## src/rtl/amcPkg.sv

```systemverilog
package amcPkg;

  typedef enum logic [2:0] {
    PH_IDLE,
    PH_SETUP,
    PH_STROBE,
    PH_HOLD,
    PH_TURN
  } phase_e;

  // strobes from the sequencer to the datapath
  typedef struct packed {
    logic accept;     // request taken this cycle
    logic opWrite;    // current operation is a write
    logic opWide;     // current operation is 32-bit
    logic upperHalf;  // second halfword of a wide operation
    logic driveCs;    // chip select active
    logic driveRe;    // read enable active
    logic driveWe;    // write enable active
    logic driveOe;    // data bus output enable
    logic capture;    // latch bus data this cycle
    logic rspSet;     // raise the read response this cycle
  } ctlStrobes_t;

endpackage

```

## src/rtl/amcControl.sv

```systemverilog
module amcControl
  import amcPkg::*;
#(
  parameter int SETUP_W  = 4,
  parameter int STROBE_W = 6,
  parameter int HOLD_W   = 3,
  parameter int TURN_CYC = 2
) (
  input  logic                clk,
  input  logic                rstN,
  input  logic                reqValid,
  input  logic                reqWrite,
  input  logic                reqWide,
  input  logic                rspPending,
  output logic                reqReady,
  input  logic [SETUP_W-1:0]  cfgRdSetup,
  input  logic [STROBE_W-1:0] cfgRdStrobe,
  input  logic [HOLD_W-1:0]   cfgRdHold,
  input  logic [SETUP_W-1:0]  cfgWrSetup,
  input  logic [STROBE_W-1:0] cfgWrStrobe,
  input  logic [HOLD_W-1:0]   cfgWrHold,
  input  logic                cfgSelStrobe,
  output ctlStrobes_t         ctl
);

  localparam int CNT_W = (STROBE_W >= SETUP_W && STROBE_W >= HOLD_W) ? STROBE_W :
                         ((SETUP_W >= HOLD_W) ? SETUP_W : HOLD_W);
  localparam int TURN_W = (TURN_CYC > 1) ? $clog2(TURN_CYC) : 1;

  phase_e             phase;
  logic [CNT_W-1:0]   cnt;
  logic [TURN_W-1:0]  turnCnt;
  logic               opWrite;
  logic               opWide;
  logic               upperHalf;
  logic               selStrobe;
  logic [CNT_W-1:0]   tSetup;
  logic [CNT_W-1:0]   tStrobe;
  logic [CNT_W-1:0]   tHold;
  logic               accept;
  logic               busy;
  logic               phaseDone;

  assign reqReady  = (phase == PH_IDLE) && !rspPending;
  assign accept    = reqValid && reqReady;
  assign busy      = (phase == PH_SETUP) || (phase == PH_STROBE) || (phase == PH_HOLD);
  assign phaseDone = (cnt == '0);

  always_ff @(posedge clk) begin
    if (!rstN) begin
      phase     <= PH_IDLE;
      cnt       <= '0;
      turnCnt   <= '0;
      opWrite   <= 1'b0;
      opWide    <= 1'b0;
      upperHalf <= 1'b0;
      selStrobe <= 1'b0;
      tSetup    <= '0;
      tStrobe   <= '0;
      tHold     <= '0;
    end else begin
      case (phase)
        PH_IDLE: begin
          if (accept) begin
            phase     <= PH_SETUP;
            opWrite   <= reqWrite;
            opWide    <= reqWide;
            upperHalf <= 1'b0;
            selStrobe <= cfgSelStrobe;
            if (reqWrite) begin
              tSetup  <= CNT_W'(cfgWrSetup);
              tStrobe <= CNT_W'(cfgWrStrobe);
              tHold   <= CNT_W'(cfgWrHold);
              cnt     <= CNT_W'(cfgWrSetup);
            end else begin
              tSetup  <= CNT_W'(cfgRdSetup);
              tStrobe <= CNT_W'(cfgRdStrobe);
              tHold   <= CNT_W'(cfgRdHold);
              cnt     <= CNT_W'(cfgRdSetup);
            end
          end
        end
        PH_SETUP: begin
          if (phaseDone) begin
            phase <= PH_STROBE;
            cnt   <= tStrobe;
          end else begin
            cnt <= cnt - 1'b1;
          end
        end
        PH_STROBE: begin
          if (phaseDone) begin
            phase <= PH_HOLD;
            cnt   <= tHold;
          end else begin
            cnt <= cnt - 1'b1;
          end
        end
        PH_HOLD: begin
          if (phaseDone) begin
            if (opWide && !upperHalf) begin
              upperHalf <= 1'b1;
              phase     <= PH_SETUP;
              cnt       <= tSetup;
            end else begin
              phase   <= PH_TURN;
              turnCnt <= TURN_W'(TURN_CYC - 1);
            end
          end else begin
            cnt <= cnt - 1'b1;
          end
        end
        PH_TURN: begin
          if (turnCnt == '0) phase <= PH_IDLE;
          else               turnCnt <= turnCnt - 1'b1;
        end
        default: phase <= PH_IDLE;
      endcase
    end
  end

  always_comb begin
    ctl.accept    = accept;
    ctl.opWrite   = opWrite;
    ctl.opWide    = opWide;
    ctl.upperHalf = upperHalf;
    ctl.driveCs   = selStrobe ? (phase == PH_STROBE) : busy;
    ctl.driveRe   = (phase == PH_STROBE) && !opWrite;
    ctl.driveWe   = (phase == PH_STROBE) && opWrite;
    ctl.driveOe   = busy && opWrite;
    ctl.capture   = (phase == PH_STROBE) && phaseDone && !opWrite;
    ctl.rspSet    = (phase == PH_HOLD) && phaseDone && !opWrite && (!opWide || upperHalf);
  end

  // checker: strobe run length measured independently of the down counter
  logic [CNT_W:0] strobeRun;
  always_ff @(posedge clk) begin
    if (!rstN)                   strobeRun <= '0;
    else if (phase == PH_STROBE) strobeRun <= strobeRun + 1'b1;
    else                         strobeRun <= '0;
  end

  a_r1_strobe_len: assert property (@(posedge clk) disable iff (!rstN)
    (phase == PH_STROBE && cnt == '0) |-> (strobeRun == {1'b0, tStrobe}));

  a_r9_turn_quiet: assert property (@(posedge clk) disable iff (!rstN)
    (phase == PH_TURN) |-> (!ctl.driveCs && !ctl.driveRe && !ctl.driveWe && !ctl.driveOe));

  a_r10_timing_held: assert property (@(posedge clk) disable iff (!rstN)
    (phase != PH_IDLE && $past(phase) != PH_IDLE) |->
      ($stable(tSetup) && $stable(tStrobe) && $stable(tHold) && $stable(selStrobe)));

endmodule

```

## src/rtl/amcDatapath.sv

```systemverilog
module amcDatapath
  import amcPkg::*;
#(
  parameter int ADDR_W = 16,
  parameter int BUS_W  = 16
) (
  input  logic                clk,
  input  logic                rstN,
  input  ctlStrobes_t         ctl,
  input  logic [ADDR_W-1:0]   reqAddr,
  input  logic [2*BUS_W-1:0]  reqWdata,
  input  logic                rspReady,
  output logic                rspValid,
  output logic [2*BUS_W-1:0]  rspData,
  output logic                memCsN,
  output logic                memReN,
  output logic                memWeN,
  output logic [ADDR_W-1:0]   memAddr,
  output logic [BUS_W-1:0]    memDataOut,
  output logic                memDataOe,
  input  logic [BUS_W-1:0]    memDataIn
);

  logic [ADDR_W-1:0]  addrReg;
  logic [2*BUS_W-1:0] wdataReg;
  logic [BUS_W-1:0]   rdLo;
  logic [BUS_W-1:0]   rdHi;

  always_ff @(posedge clk) begin
    if (!rstN) begin
      addrReg  <= '0;
      wdataReg <= '0;
      rdLo     <= '0;
      rdHi     <= '0;
      rspValid <= 1'b0;
      rspData  <= '0;
    end else begin
      if (ctl.accept) begin
        addrReg  <= reqAddr;
        wdataReg <= reqWdata;
      end
      if (ctl.capture) begin
        if (ctl.upperHalf) rdHi <= memDataIn;
        else               rdLo <= memDataIn;
      end
      if (ctl.rspSet) begin
        rspValid <= 1'b1;
        rspData  <= ctl.opWide ? {rdHi, rdLo} : {{BUS_W{1'b0}}, rdLo};
      end else if (rspValid && rspReady) begin
        rspValid <= 1'b0;
      end
    end
  end

  assign memCsN     = !ctl.driveCs;
  assign memReN     = !ctl.driveRe;
  assign memWeN     = !ctl.driveWe;
  assign memDataOe  = ctl.driveOe;
  assign memAddr    = addrReg + ADDR_W'(ctl.upperHalf);
  assign memDataOut = ctl.upperHalf ? wdataReg[2*BUS_W-1:BUS_W] : wdataReg[BUS_W-1:0];

  a_r6_rsp_hold: assert property (@(posedge clk) disable iff (!rstN)
    (rspValid && !rspReady) |=> (rspValid && $stable(rspData)));

  a_r8_oe_not_read: assert property (@(posedge clk) disable iff (!rstN)
    memDataOe |-> memReN);

  a_r3_strobe_in_cs: assert property (@(posedge clk) disable iff (!rstN)
    (!memReN || !memWeN) |-> !memCsN);

  a_r7_capture_in_strobe: assert property (@(posedge clk) disable iff (!rstN)
    ctl.capture |-> !memReN);

endmodule

```

## src/rtl/async_mem_ctrl.sv

```systemverilog
module async_mem_ctrl
  import amcPkg::*;
#(
  parameter int ADDR_W   = 16,
  parameter int BUS_W    = 16,
  parameter int SETUP_W  = 4,
  parameter int STROBE_W = 6,
  parameter int HOLD_W   = 3,
  parameter int TURN_CYC = 2
) (
  input  logic                clk,
  input  logic                rstN,
  input  logic                reqValid,
  output logic                reqReady,
  input  logic                reqWrite,
  input  logic                reqWide,
  input  logic [ADDR_W-1:0]   reqAddr,
  input  logic [2*BUS_W-1:0]  reqWdata,
  output logic                rspValid,
  input  logic                rspReady,
  output logic [2*BUS_W-1:0]  rspData,
  input  logic [SETUP_W-1:0]  cfgRdSetup,
  input  logic [STROBE_W-1:0] cfgRdStrobe,
  input  logic [HOLD_W-1:0]   cfgRdHold,
  input  logic [SETUP_W-1:0]  cfgWrSetup,
  input  logic [STROBE_W-1:0] cfgWrStrobe,
  input  logic [HOLD_W-1:0]   cfgWrHold,
  input  logic                cfgSelStrobe,
  output logic                memCsN,
  output logic                memReN,
  output logic                memWeN,
  output logic [ADDR_W-1:0]   memAddr,
  output logic [BUS_W-1:0]    memDataOut,
  output logic                memDataOe,
  input  logic [BUS_W-1:0]    memDataIn
);

  ctlStrobes_t ctl;

  amcControl #(
    .SETUP_W (SETUP_W),
    .STROBE_W(STROBE_W),
    .HOLD_W  (HOLD_W),
    .TURN_CYC(TURN_CYC)
  ) uCtl (
    .clk         (clk),
    .rstN        (rstN),
    .reqValid    (reqValid),
    .reqWrite    (reqWrite),
    .reqWide     (reqWide),
    .rspPending  (rspValid),
    .reqReady    (reqReady),
    .cfgRdSetup  (cfgRdSetup),
    .cfgRdStrobe (cfgRdStrobe),
    .cfgRdHold   (cfgRdHold),
    .cfgWrSetup  (cfgWrSetup),
    .cfgWrStrobe (cfgWrStrobe),
    .cfgWrHold   (cfgWrHold),
    .cfgSelStrobe(cfgSelStrobe),
    .ctl         (ctl)
  );

  amcDatapath #(
    .ADDR_W(ADDR_W),
    .BUS_W (BUS_W)
  ) uDp (
    .clk       (clk),
    .rstN      (rstN),
    .ctl       (ctl),
    .reqAddr   (reqAddr),
    .reqWdata  (reqWdata),
    .rspReady  (rspReady),
    .rspValid  (rspValid),
    .rspData   (rspData),
    .memCsN    (memCsN),
    .memReN    (memReN),
    .memWeN    (memWeN),
    .memAddr   (memAddr),
    .memDataOut(memDataOut),
    .memDataOe (memDataOe),
    .memDataIn (memDataIn)
  );

  a_r6_no_accept_pending: assert property (@(posedge clk) disable iff (!rstN)
    rspValid |-> !reqReady);

endmodule

```

## config.mk

```make
export PLATFORM = sky130hd
export DESIGN_NAME = async_mem_ctrl
export DESIGN_NICKNAME = d
export VERILOG_FILES = /design/src/rtl/amcPkg.sv /design/src/rtl/amcControl.sv /design/src/rtl/amcDatapath.sv /design/src/rtl/async_mem_ctrl.sv
export SDC_FILE = /design/constraint.sdc
export NUM_CORES = 1
export LEC_CHECK = 0
export BUFFER_PORTS_ARGS = -buffer_cell sky130_fd_sc_hd__buf_2
export CORE_MARGIN = 2
export CORE_UTILIZATION = 53
export DETAILED_ROUTE_END_ITERATION = 10
export GPL_TIMING_DRIVEN = 0
export HOLD_SLACK_MARGIN = 0.02
export PLACE_DENSITY = 0.88
export SLEW_MARGIN = 20
export SYNTH_ARGS = -nofsm -noshare
export SYNTH_HDL_FRONTEND = slang
export SYNTH_HIERARCHICAL = 1
export SYNTH_SLANG_ARGS = --single-unit
```

## constraint.sdc

```tcl
create_clock -name clk -period 3.3 [get_ports clk]
set_clock_uncertainty 0.2 [all_clocks]
set_input_delay 0.495 -clock clk [delete_from_list [all_inputs] [get_ports clk]]
set_output_delay 0.495 -clock clk [all_outputs]
set_load 0.02 [all_outputs]
```

---- Word-level counts from Yosys, hierarchy flattened ----
Cells that the tools add are included.
word-level totals
  register bits after elaboration ......... 145
  input port bits ......................... 97
  output and inout port bits .............. 70
  logic and storage cells ................. 96
cells by class
  add/subtract/negate cells ............... 3
  equality and inequality tests ........... 12
  multiplexer cells ....................... 29
  bitwise gates (word level) .............. 1
  reductions and logical operators ........ 35
operator list
  cell                                                                     count
  6-bit 2-to-1 mux                                                         6
  32-bit 2-to-1 mux                                                        1
  6-bit case mux with 4 select lines                                       1
  3-bit 2-to-1 mux                                                         7
  16-bit by 1-bit adder with 16-bit output                                 1
  16-bit 2-to-1 mux                                                        1
  3-bit case mux with 5 select lines                                       1
  1-bit logical AND                                                        12
  2-bit by 1-bit inequality test with 1-bit output, second input constant  5
  1-bit 2-to-1 mux                                                         9
  1-bit logical NOT                                                        7
  3-bit by 2-bit equality test with 1-bit output, second input constant    2
  6-bit logical NOT                                                        1
  2-bit AND reduction                                                      3
  3-bit AND reduction                                                      2
  2-bit nonzero test                                                       3
  6-bit by 1-bit subtractor with 6-bit output, second input constant       1
  5-bit AND reduction                                                      1
  4-bit 2-to-1 mux                                                         1
  2-bit inequality test, second input constant                             2
  1-bit case mux with 2 select lines                                       2
  4-bit AND reduction                                                      1
  4-bit nonzero test                                                       1
  3-bit by 1-bit equality test with 1-bit output, second input constant    1
  6 further kinds                                                          8

---- Longest topological paths before layout ----
Gate-level depths: netlist (run 1).
  word-level depth ........................ 5
  mapped depth ............................ 11
  depth with buffers taken out ............ 8

---- Modules after synthesis ----
Netlist (run 1), hierarchy kept.
by module, submodules not included
  module       instances  cells an instance  area each (µm²)  sequential area each (µm²)
  amcDatapath  1          481                4745.8           2262.2
  amcControl   1          181                1666.6           540.5

---- Least setup slack after synthesis (run 1) ----
No wires, ideal clock.
  kind .................................... register to register
  start ................................... register uCtl.phase[0]
  end ..................................... register uDp.addrReg[0]
  setup time .............................. 0.116 ns
  data arrival time ....................... 2.275 ns
  required time ........................... 2.984 ns
  slack ................................... 0.709 ns
  cell stages (with the launch flop) ...... 12
  buffers on the path ..................... 7
  clock period less this slack ............ 2.591 ns
  path through ............................ dfxtp_1 buf_4 nor4_2 and2_1 buf_4 buf_4 buf_4 clkbuf_1 buf_4 buf_4 mux2i_1 nor2b_1
between the ends
  word-level cells in the longest chain between the ends .. 3
RTL lines
  element                 line                  text
  start, declared         amcControl.sv:30      phase_e phase;
  start signal, assigned  amcControl.sv:51      phase <= PH_IDLE;
  start signal, assigned  amcControl.sv:65      phase <= PH_SETUP;
  start signal, assigned  amcControl.sv:85      phase <= PH_STROBE;
  3-bit logical NOT       amcControl.sv:44      assign reqReady = (phase == PH_IDLE) && !rspPending;
  1-bit logical AND       amcControl.sv:44
  via reqReady            async_mem_ctrl.sv:14  output logic reqReady,
  1-bit logical AND       amcControl.sv:45      assign accept = reqValid && reqReady;
  via uCtl.accept         amcControl.sv:40      logic accept;
  end signal, assigned    amcDatapath.sv:39     addrReg <= reqAddr;
  end, declared           amcDatapath.sv:24     logic [ADDR_W-1:0] addrReg;
The timed path passes the listed nets, and every way through them passes these cells.
A chain may end at the register's enable or synchronous reset.

==> results of run 1 <==
through the flow:
step                utilization (%)  hold slack, ns  total power, mW
detailed placement             62.2           0.248             3.88
global placement               62.2           0.243             3.85
finish                         67.0           0.134             5.72
global route                   67.0           0.134             6.01
CTS                            67.0           0.123             5.74
floorplan                         -           0.227             3.44
report_power, final:
group | switching [mW] | internal (mW)
clock | 0.698 | 1.15
combinational | 0.995 | 0.778
sequential | 0.177 | 1.92
total | 1.87 | 3.85
sequential cells by signal, indices dropped and copies added, names as in the netlist:
register	flops
uDp/rspData	32
uDp/wdataReg	32
uCtl/tStrobe	6
uCtl/opWide	1
uCtl/upperHalf	1
uDp/rdLo	16
uDp/addrReg	16
uCtl/opWrite	1
uCtl/cnt	6
uDp/rdHi	16
uCtl/selStrobe	1
uDp/rspValid	1
uCtl/phase	3
uCtl/tHold	3
uCtl/turnCnt	1
uCtl/tSetup	4
layer usage:
layer  vias to the layer above  track usage (%)
li1                       2625                -
met1                      2483             29.1
met2                       142             40.9
met3                        29             6.91
met4                         0             9.84
met5                         -                0
area by class of cell:
cell class | count | area (sq um)
Sequential cell | 140 | 2800
Clock buffer | 21 | 460
Timing Repair Buffer | 164 | 821
Tap cell | 147 | 184
Inverter | 9 | 33.8
Clock inverter | 10 | 116
Fill cell | 954 | 3930
Buffer | 50 | 273
Multi-Input combinational cell | 462 | 3300
worst max-delay path by stage:
stage                          startpoint                           to
6_report         uCtl/cnt[0]$_SDFFE_PN0P_    uDp/rdLo[11]$_SDFFE_PN0P_
5_1_grt          uCtl/cnt[0]$_SDFFE_PN0P_    uDp/rdLo[13]$_SDFFE_PN0P_
4_1_cts          uCtl/cnt[0]$_SDFFE_PN0P_     uDp/rdLo[6]$_SDFFE_PN0P_
3_5_place_dp     uCtl/cnt[0]$_SDFFE_PN0P_    uDp/rdLo[14]$_SDFFE_PN0P_
3_3_place_gp     uCtl/cnt[0]$_SDFFE_PN0P_    uDp/rdLo[11]$_SDFFE_PN0P_
2_1_floorplan  uCtl/phase[0]$_SDFFE_PN0P_  uDp/addrReg[0]$_SDFFE_PN0P_
worst register-to-register path: stages, from the launching register on:
cell and delay [ns]:
dfxtp_1 0.34, inv_1 0.14, ha_1 0.20, nor2b_1 0.41, nand2_1 0.22, nor4_1 0.60
nor2b_1 0.20, buf_2 0.17, buf_2 0.23, nand2_1 0.12, a21boi_1 0.12
==> results.md, run 1 <==
* Vias in the first global route at between 5k and 6k
* CP Cell Sequence: inv_1 > ha_1 > nor2b_1 > nand2_1 > nor4_1 > nor2b_1 > buf_2 > buf_2 > nand2_1 > a21boi_1
* ANT cells at 0
* Die ar. at between 10000 and 15000 sq um
* Starting Density at 53.8%
* # DRC at 0
* Max Used Layer: met4
* IO Port Bufs at around 160
* Clock Latency Late Sink at just over 0.4 ns
* Met2 WL at between 7000 and 8000 um
* Non-filler instance count after layout at approximately 1k
* Count of pins over their slew limit at 0
* Area delta synth->final at 24.7%
* Initial DRC count at ~400
* Post-DR vias/cell at about 5.3
* Placed Area at between 7000 and 8000 sq um
* Worst slew margin at roughly 54%
* Routed wire length at 15300 um
* Status: finished, final reports clean
* Peak supply drop at approximately 0.51 mV
* # resized after CTS at 0
* Met3 wire length at between 900 and 1000 um
* Crit Reg-Reg Endpoint: uDp/rdLo[11]$_SDFFE_PN0P_
* GPL Wtd Cong at ~0.93
* RSZ-0062 raised after global routing: no
* Most frequent cells in the layout: buf_2 (178), dfxtp_1 (140), mux2i_1 (80)
* Via count at 5279
* Reg2reg path depth at 10
* Commonest non-fill, non-tap cell in the layout: buf_2
* Longest Clk Path Bufs at 2
* Worst EP arrival at between 3 and 4 ns
* CTS tree: yes
* CP max stage delay at around 0.60 ns
* Placed Cells at about 970
* Crit Path Class: reg -> reg
* DR WL/cell at approximately 15 um
* PwrDens at ~720 nW/um^2
* Core box area at between 10000 and 15000 sq um
* Required time worst endpoint at about 3.5 ns
* M1 WL at between 6000 and 7000 um
* Antenna violations before repair at 0
* Max cap viols at 0
* Fin area at ~8000 sq um
* Worst Tran Pin Value at around 0.69 ns
* TritonCTS Buffers at 17
* Crit path max-delay family: simple AND/OR/NAND/NOR gates
* R2R setup slack at a little under 0.3 ns
* Final Hold Viols at 0
* Dpl ws at 0.402 ns
* Hold depth at 3
* Largest net degree at the start of global routing at 17
* CTS clock-pin slew for the worst setup and hold paths at approximately 0.050 ns
* Post-DP HPWL at between 10000 and 15000 um
* Root Buffer: clkbuf_16
* Die Width at 114 um
* Hold Crit Class: in -> reg
* CP bufs+invs at 3
* Die Ht at ~110 um
* Sum Neg Setup Slack at 0 ns
* Worst Hold Endpoint: uCtl/opWide$_SDFFE_PN0P_
* Worst path depth at 10
* Slowest-stage cell, CP: nor4_1
* Mean Syn Cell Area at 9.69 sq um
* Hold_buf cts at 0
* H-tree depth at 4
* Syn Inst Count at between 600 and 700
* YS warnings at 6
* Post-route ant nets at 0
* Fin crit period at 3.01 ns
* Setup repair bufs after CTS at 0
* Pre-Repair DR Iteration Count at 4
* Fmax at between 300 and 400 MHz
* Crit Path Max Fanout at 10
* First-pass GRT wire length at ~25000 um
* Mapped Nets at ~760
* Share of layout cells above drive strength 1 at 29.9%
* Reg2reg start: uCtl/cnt[0]$_SDFFE_PN0P_
* Setup WS post-layout at a little under 0.3 ns
* Hold_sp: reqWide
* # IOs at approximately 170
* Final setup violating endpoints at 0
* Final worst-path cycle share at about nine tenths
* Worst setup EP type: register
* Pleak at roughly 3.4 nW
* Overflow after GRT at 0
* Startpoint Class: register
* Mapped Area at ~6400 sq um
* Total GRT Usage at 24.2%
* Clock tree sinks at between 100 and 150
* Nets at 945
* FP Rows at 40
No activity file was read; power rests on OpenSTA's default activity.
==> inputs of run 2 (changes only) <==
Settings changed: GPL_TIMING_DRIVEN 0 to not set.
==> results.md, run 2 (synthesis results as in run 1) <==
* Status: finished, final reports clean
* Placed Cells at 933
* Die Width at 114 um
* CP bufs+invs at 1
* TritonCTS Buffers at 17
* Longest Clk Path Bufs at 2
* Setup repair bufs after CTS at 0
* R2R setup slack at roughly 0.64 ns
* Vias in the first global route at just over 5k
* Reg2reg path depth at 9
* Sum Neg Setup Slack at 0 ns
* Crit Reg-Reg Endpoint: uDp/rdHi[8]$_SDFFE_PN0P_
* # IOs at between 150 and 200
* Largest net degree at the start of global routing at just under 60
* Hold_buf cts at 0
* Non-filler instance count after layout at 965
* Area of the multi-input gates at roughly 3300 sq um
* Area delta synth->final at 22.7%
* H-tree depth at 4
* Post-route ant nets at 0
* Crit Path Class: reg -> out
* Core box area at 11900 sq um
* Most common cell on crit path: nand4_1
* Initial DRC count at about 220
* Fill cells at 955
* Worst Hold Endpoint: uCtl/selStrobe$_SDFFE_PN0P_
* CP max stage delay at 0.45 ns
* Hold_sp: cfgSelStrobe
* Fmax at ~370 MHz
* Worst slew margin at between 50% and 60%
* Max cap viols at 0
* # DRC at 0
* Register area at between 2000 and 3000 sq um
* Most frequent cells in the layout: buf_2 (166), dfxtp_1 (140), mux2i_1 (80)
* Nets at 906
* # resized after CTS at 0
* First-pass GRT wire length at between 20000 and 25000 um
* Dpl ws at ~0.72 ns
* Via count at around 5.1k
* Peak supply drop at ~0.48 mV
* Fin Hold WS at ~0.12 ns
* CTS tree: yes
* Pre-Repair DR Iteration Count at 4
* Crit Path Max Fanout at 5
* Total GRT Usage at around 23%
* Routed wire length at 14400 um
* CP Cell Sequence: ha_1 > nand4_1 > nor2_1 > nand4_1 > xnor2_1 > buf_2
* Antenna violations before repair at 0
* Final Hold Viols at 0
* GPL Wtd Cong at roughly 0.93
* Reg2reg start: uCtl/cnt[0]$_SDFFE_PN0P_
* Clock Latency Late Sink at between 0.4 and 0.5 ns
* Fin crit period at around 2.7 ns
* RSZ-0062 raised after global routing: no
* Slowest-stage cell, CP: dfxtp_1
* Final setup violating endpoints at 0
* PwrDens at around 730 nW/um^2
* Post-DP HPWL at ~10000 um
* Overflow after GRT at 0
* Crit path max-delay family: simple AND/OR/NAND/NOR gates
* Share of layout cells above drive strength 1 at approximately 30%
* Worst Tran Pin Value at roughly 0.7 ns
* Required time worst endpoint at approximately 2.6 ns
* Hold depth at 3
* Top flop regs: uDp/rspData (32), uDp/wdataReg (32)
* Worst setup EP type: primary output
* FP Rows at 40
* Pleak at 3.29 nW
* Final worst-path cycle share at between 80% and 90%
* Worst EP arrival at 2.04 ns
* Placed Area at 7250 sq um
* Startpoint Class: register
* Root Buffer: clkbuf_16
* Fin area at about 7900 sq um
* Hold Crit Class: in -> reg
* Commonest non-fill, non-tap cell in the layout: buf_2
* DR WL/cell at ~15 um
* Setup WS post-layout at 0.569 ns
* Post-DR vias/cell at 5.26
* Starting Density at roughly 54%
* IO Port Bufs at between 150 and 200
* Die ar. at 13000 sq um
* Clock tree sinks at 140
* Die Ht at approximately 110 um
* CTS clock-pin slew for the worst setup and hold paths at 0.06 ns
* Count of pins over their slew limit at 0
* ANT cells at 0
[run 2: cell types whose count changed in the layout (fill, tap and decap cells not counted), sizes merged]
cell | before | now
bufinv | 2 | 3
clkbuf | 39 | 17
clkinvlp | 2 | 3
buf | 196 | 175
clkinv | 5 | 3
inv | 10 | 15
[run 2: routing by layer]
metal | GRT usage, % | routed length, um | vias up
met5 | 0 | 0 | -
met4 | 10.1 | 231 | 0
met3 | 6.85 | 890 | 19
met2 | 38.1 | 7250 | 132
met1 | 27.4 | 6050 | 2379
li1 | - | - | 2545
[run 2: area by class of cell]
type | instances | area share (%)
clock buffers | 17 | 5.41
well taps | 147 | 2.34
clock inverters | 15 | 2.34
repair buffers | 175 | 11.7
flip-flops and latches | 140 | 35.7
multi-input cells | 462 | 42.1
inverters | 9 | 0.430
[run 2: how the worst max path moves through the flow]
stage / from / to / cells after the start
finish: uCtl/upperHalf$_SDFFE_PN0P_ / memAddr[15] / 6
global route: uCtl/cnt[0]$_SDFFE_PN0P_ / uDp/rdHi[5]$_SDFFE_PN0P_ / 9
CTS: uCtl/upperHalf$_SDFFE_PN0P_ / memAddr[15] / 6
detailed placement: uCtl/cnt[0]$_SDFFE_PN0P_ / uDp/rdLo[14]$_SDFFE_PN0P_ / 9
global placement: uCtl/cnt[0]$_SDFFE_PN0P_ / uDp/rdHi[9]$_SDFFE_PN0P_ / 9
floorplan: uCtl/phase[0]$_SDFFE_PN0P_ / uDp/addrReg[0]$_SDFFE_PN0P_ / 11
[run 2: tightest hold or removal path: stages]
cell,delay (ns)
buf_2,0.08
mux2i_1,0.06
nor2_1,0.07
[run 2: metrics by stage]
step	power [mW]	utilization (%)
finish	5.75	66.0
global route	6.08	66.0
CTS	5.79	66.0
detailed placement	3.83	60.9
global placement	3.79	60.9
floorplan	3.44	-
[run 2: report_power, final]
| part | total [mW] | switching (mW) | internal [mW] |
|---|---|---|---|
| clock | 1.96 | 0.755 | 1.20 |
| sequential | 2.15 | 0.224 | 1.92 |
| combinational | 1.65 | 0.905 | 0.745 |
==> inputs of run 3 (changes only) <==
Clock period 3.3 ns to 2.7 ns, I/O delays scaled along.
==> results.md, run 3 (synthesis results as in run 1) <==
* Status: finished, final reports clean
* Crit Path Class: reg -> out
* Largest net degree at the start of global routing at between 100 and 150
* H-tree depth at 4
* Slowest-stage cell, CP: dfxtp_4
* Core box area at ~12000 sq um
* Total GRT Usage at between 20% and 30%
* Critical path launch point: uCtl/upperHalf$_SDFFE_PN0P_
* Share of layout cells above drive strength 1 at a little under a third
* Via count at ~5.1k
* Hold_buf cts at 0
* CTS clock-pin slew for the worst setup and hold paths at ~0.060 ns
* Root Buffer: clkbuf_16
* Clock Latency Late Sink at around 0.40 ns
* Final worst-path cycle share at ~93%
* Post-DP HPWL at between 10000 and 15000 um
* Longest Clk Path Bufs at 2
* DR WL/cell at roughly 15 um
* GPL Wtd Cong at approximately 0.92
* Worst slew margin at roughly 46%
* Startpoint Class: register
* Area delta synth->final at 23.2%
* Clock tree sinks at 140
* Critical Path End: memAddr[15]
* Die Ht at approximately 110 um
* Hold Crit Class: in -> reg
* Worst setup EP type: primary output
* Overflow after GRT at 0
* Crit Path Max Fanout at 9
* Fmax at between 300 and 400 MHz
* Reg2reg path depth at 9
* CP max stage delay at approximately 0.4 ns
* RSZ-0062 raised after global routing: no
* Pre-Repair DR Iteration Count at 4
* Starting Density at between 50% and 60%
* PwrDens at around 870 nW/um^2
* Worst EP arrival at between 1.5 and 2 ns
* FP Rows at 40
* Worst Tran Pin Value at approximately 0.82 ns
* Setup repair bufs after CTS at 0
* Worst path depth at 6
* Nets at approximately 900
* Tot Pwr at ~6.9 mW
* Pleak at about 3.3 nW
* Post-DR vias/cell at about 5.2
* Count of pins over their slew limit at 0
* Die Width at 114 um
* ANT cells at 0
* Post-route ant nets at 0
* Routed wire length at approximately 14000 um
* Top flop regs: uDp/rspData (32), uDp/wdataReg (32)
* CP bufs+invs at 1
* Final setup violating endpoints at 0
* Commonest non-fill, non-tap cell in the layout: buf_2
* CP Cell Sequence: ha_1 > nand4_1 > nor2_1 > nand4_1 > xnor2_1 > buf_2
* Fin crit period at 2.51 ns
* Most frequent cells in the layout: buf_2 (166), dfxtp_1 (139), mux2i_1 (80)
* Hold depth at 3
* Crit Reg-Reg Endpoint: uDp/rdLo[4]$_SDFFE_PN0P_
* Max cap viols at 0
* # DRC at 0
* CTS tree: yes
* Final Hold Viols at 0
* Vias in the first global route at between 4k and 5k
* # IOs at 167
* Crit path max-delay family: simple AND/OR/NAND/NOR gates
* R2R setup slack at 0.34 ns
* Reg2reg start: uCtl/cnt[0]$_SDFFE_PN0P_
* Required time worst endpoint at roughly 2.1 ns
* Die ar. at roughly 13000 sq um
* First-pass GRT wire length at 23400 um
* TritonCTS Buffers at 17
* Antenna violations before repair at 0
* Hold_sp: cfgSelStrobe
* IO Port Bufs at about 170
* Sum Neg Setup Slack at 0 ns
* Initial DRC count at between 200 and 300
* Most common cell on crit path: nand4_1
* Peak supply drop at around 0.50 mV
run 3: cell types whose count changed in the layout (fill, tap and decap cells not counted), sizes merged:
cell	previous run	this run
clkbuf	17	23
inv	15	10
buf	175	178
clkinv	3	6
bufinv	3	1
clkinvlp	3	1
run 3: worst min-delay path by stage:
stage	end
floorplan	uCtl/turnCnt$_SDFFE_PN0P_
global placement	uCtl/turnCnt$_SDFFE_PN0P_
detailed placement	uDp/rdHi[5]$_SDFFE_PN0P_
CTS	uDp/rdHi[8]$_SDFFE_PN0P_
global route	uDp/addrReg[15]$_SDFFE_PN0P_
finish	uCtl/selStrobe$_SDFFE_PN0P_
run 3: repair_timing:
| item | 4_1_cts | 5_1_grt |
|---|---|---|
| setup endpoints to repair | 37 | 34 |
| gates resized for setup | 3 | 4 |
| pin swaps | 0 | 1 |
| gates cloned | 0 | 0 |
run 3: through the flow:
stage / hold slack (ns) / utilization, % / setup WS (ns) / area, sq um / cells
floorplan: 0.227 / - / 0.109 / 6400 / 661
global placement: 0.240 / 61.3 / 0.0533 / 7300 / 936
detailed placement: 0.249 / 61.3 / -0.0993 / 7300 / 936
CTS: 0.0312 / 66.1 / 0.0140 / 7870 / 968
global route: 0.0377 / 66.2 / 0.0288 / 7890 / 968
finish: 0.0533 / 66.2 / 0.194 / 7890 / 968
run 3: cell type report:
cell class,instances,area (sq um)
inverters,9,33.8
flip-flops and latches,140,2810
clock inverters,9,87.6
repair buffers,178,971
fillers,956,4020
well taps,147,184
multi-input cells,462,3330
clock buffers,23,478
run 3: power by group:
group | internal [mW] | switching, mW | total [mW]
logic | 0.934 | 1.16 | 2.09
registers | 2.35 | 0.257 | 2.61
clock network | 1.34 | 0.847 | 2.19
run 3: worst reg2reg max path: stages, from the launching register on:
cell      delay, ns
dfxtp_1        0.33
inv_1          0.11
ha_1           0.20
nor2b_2        0.28
nand2_1        0.19
nor4_4         0.33
nor2b_1        0.18
buf_4          0.21
nand2_1        0.10
a21boi_1       0.13
run 3: metal layers:
metal  vias up  share of wire (%)  global-route usage, %
met1      2367                 43                   27.1
met4         0               0.96                   7.07
met3        14                6.0                   6.91
met5         -                  0                      0
met2       144                 50                   38.9
li1       2544                  -                      -
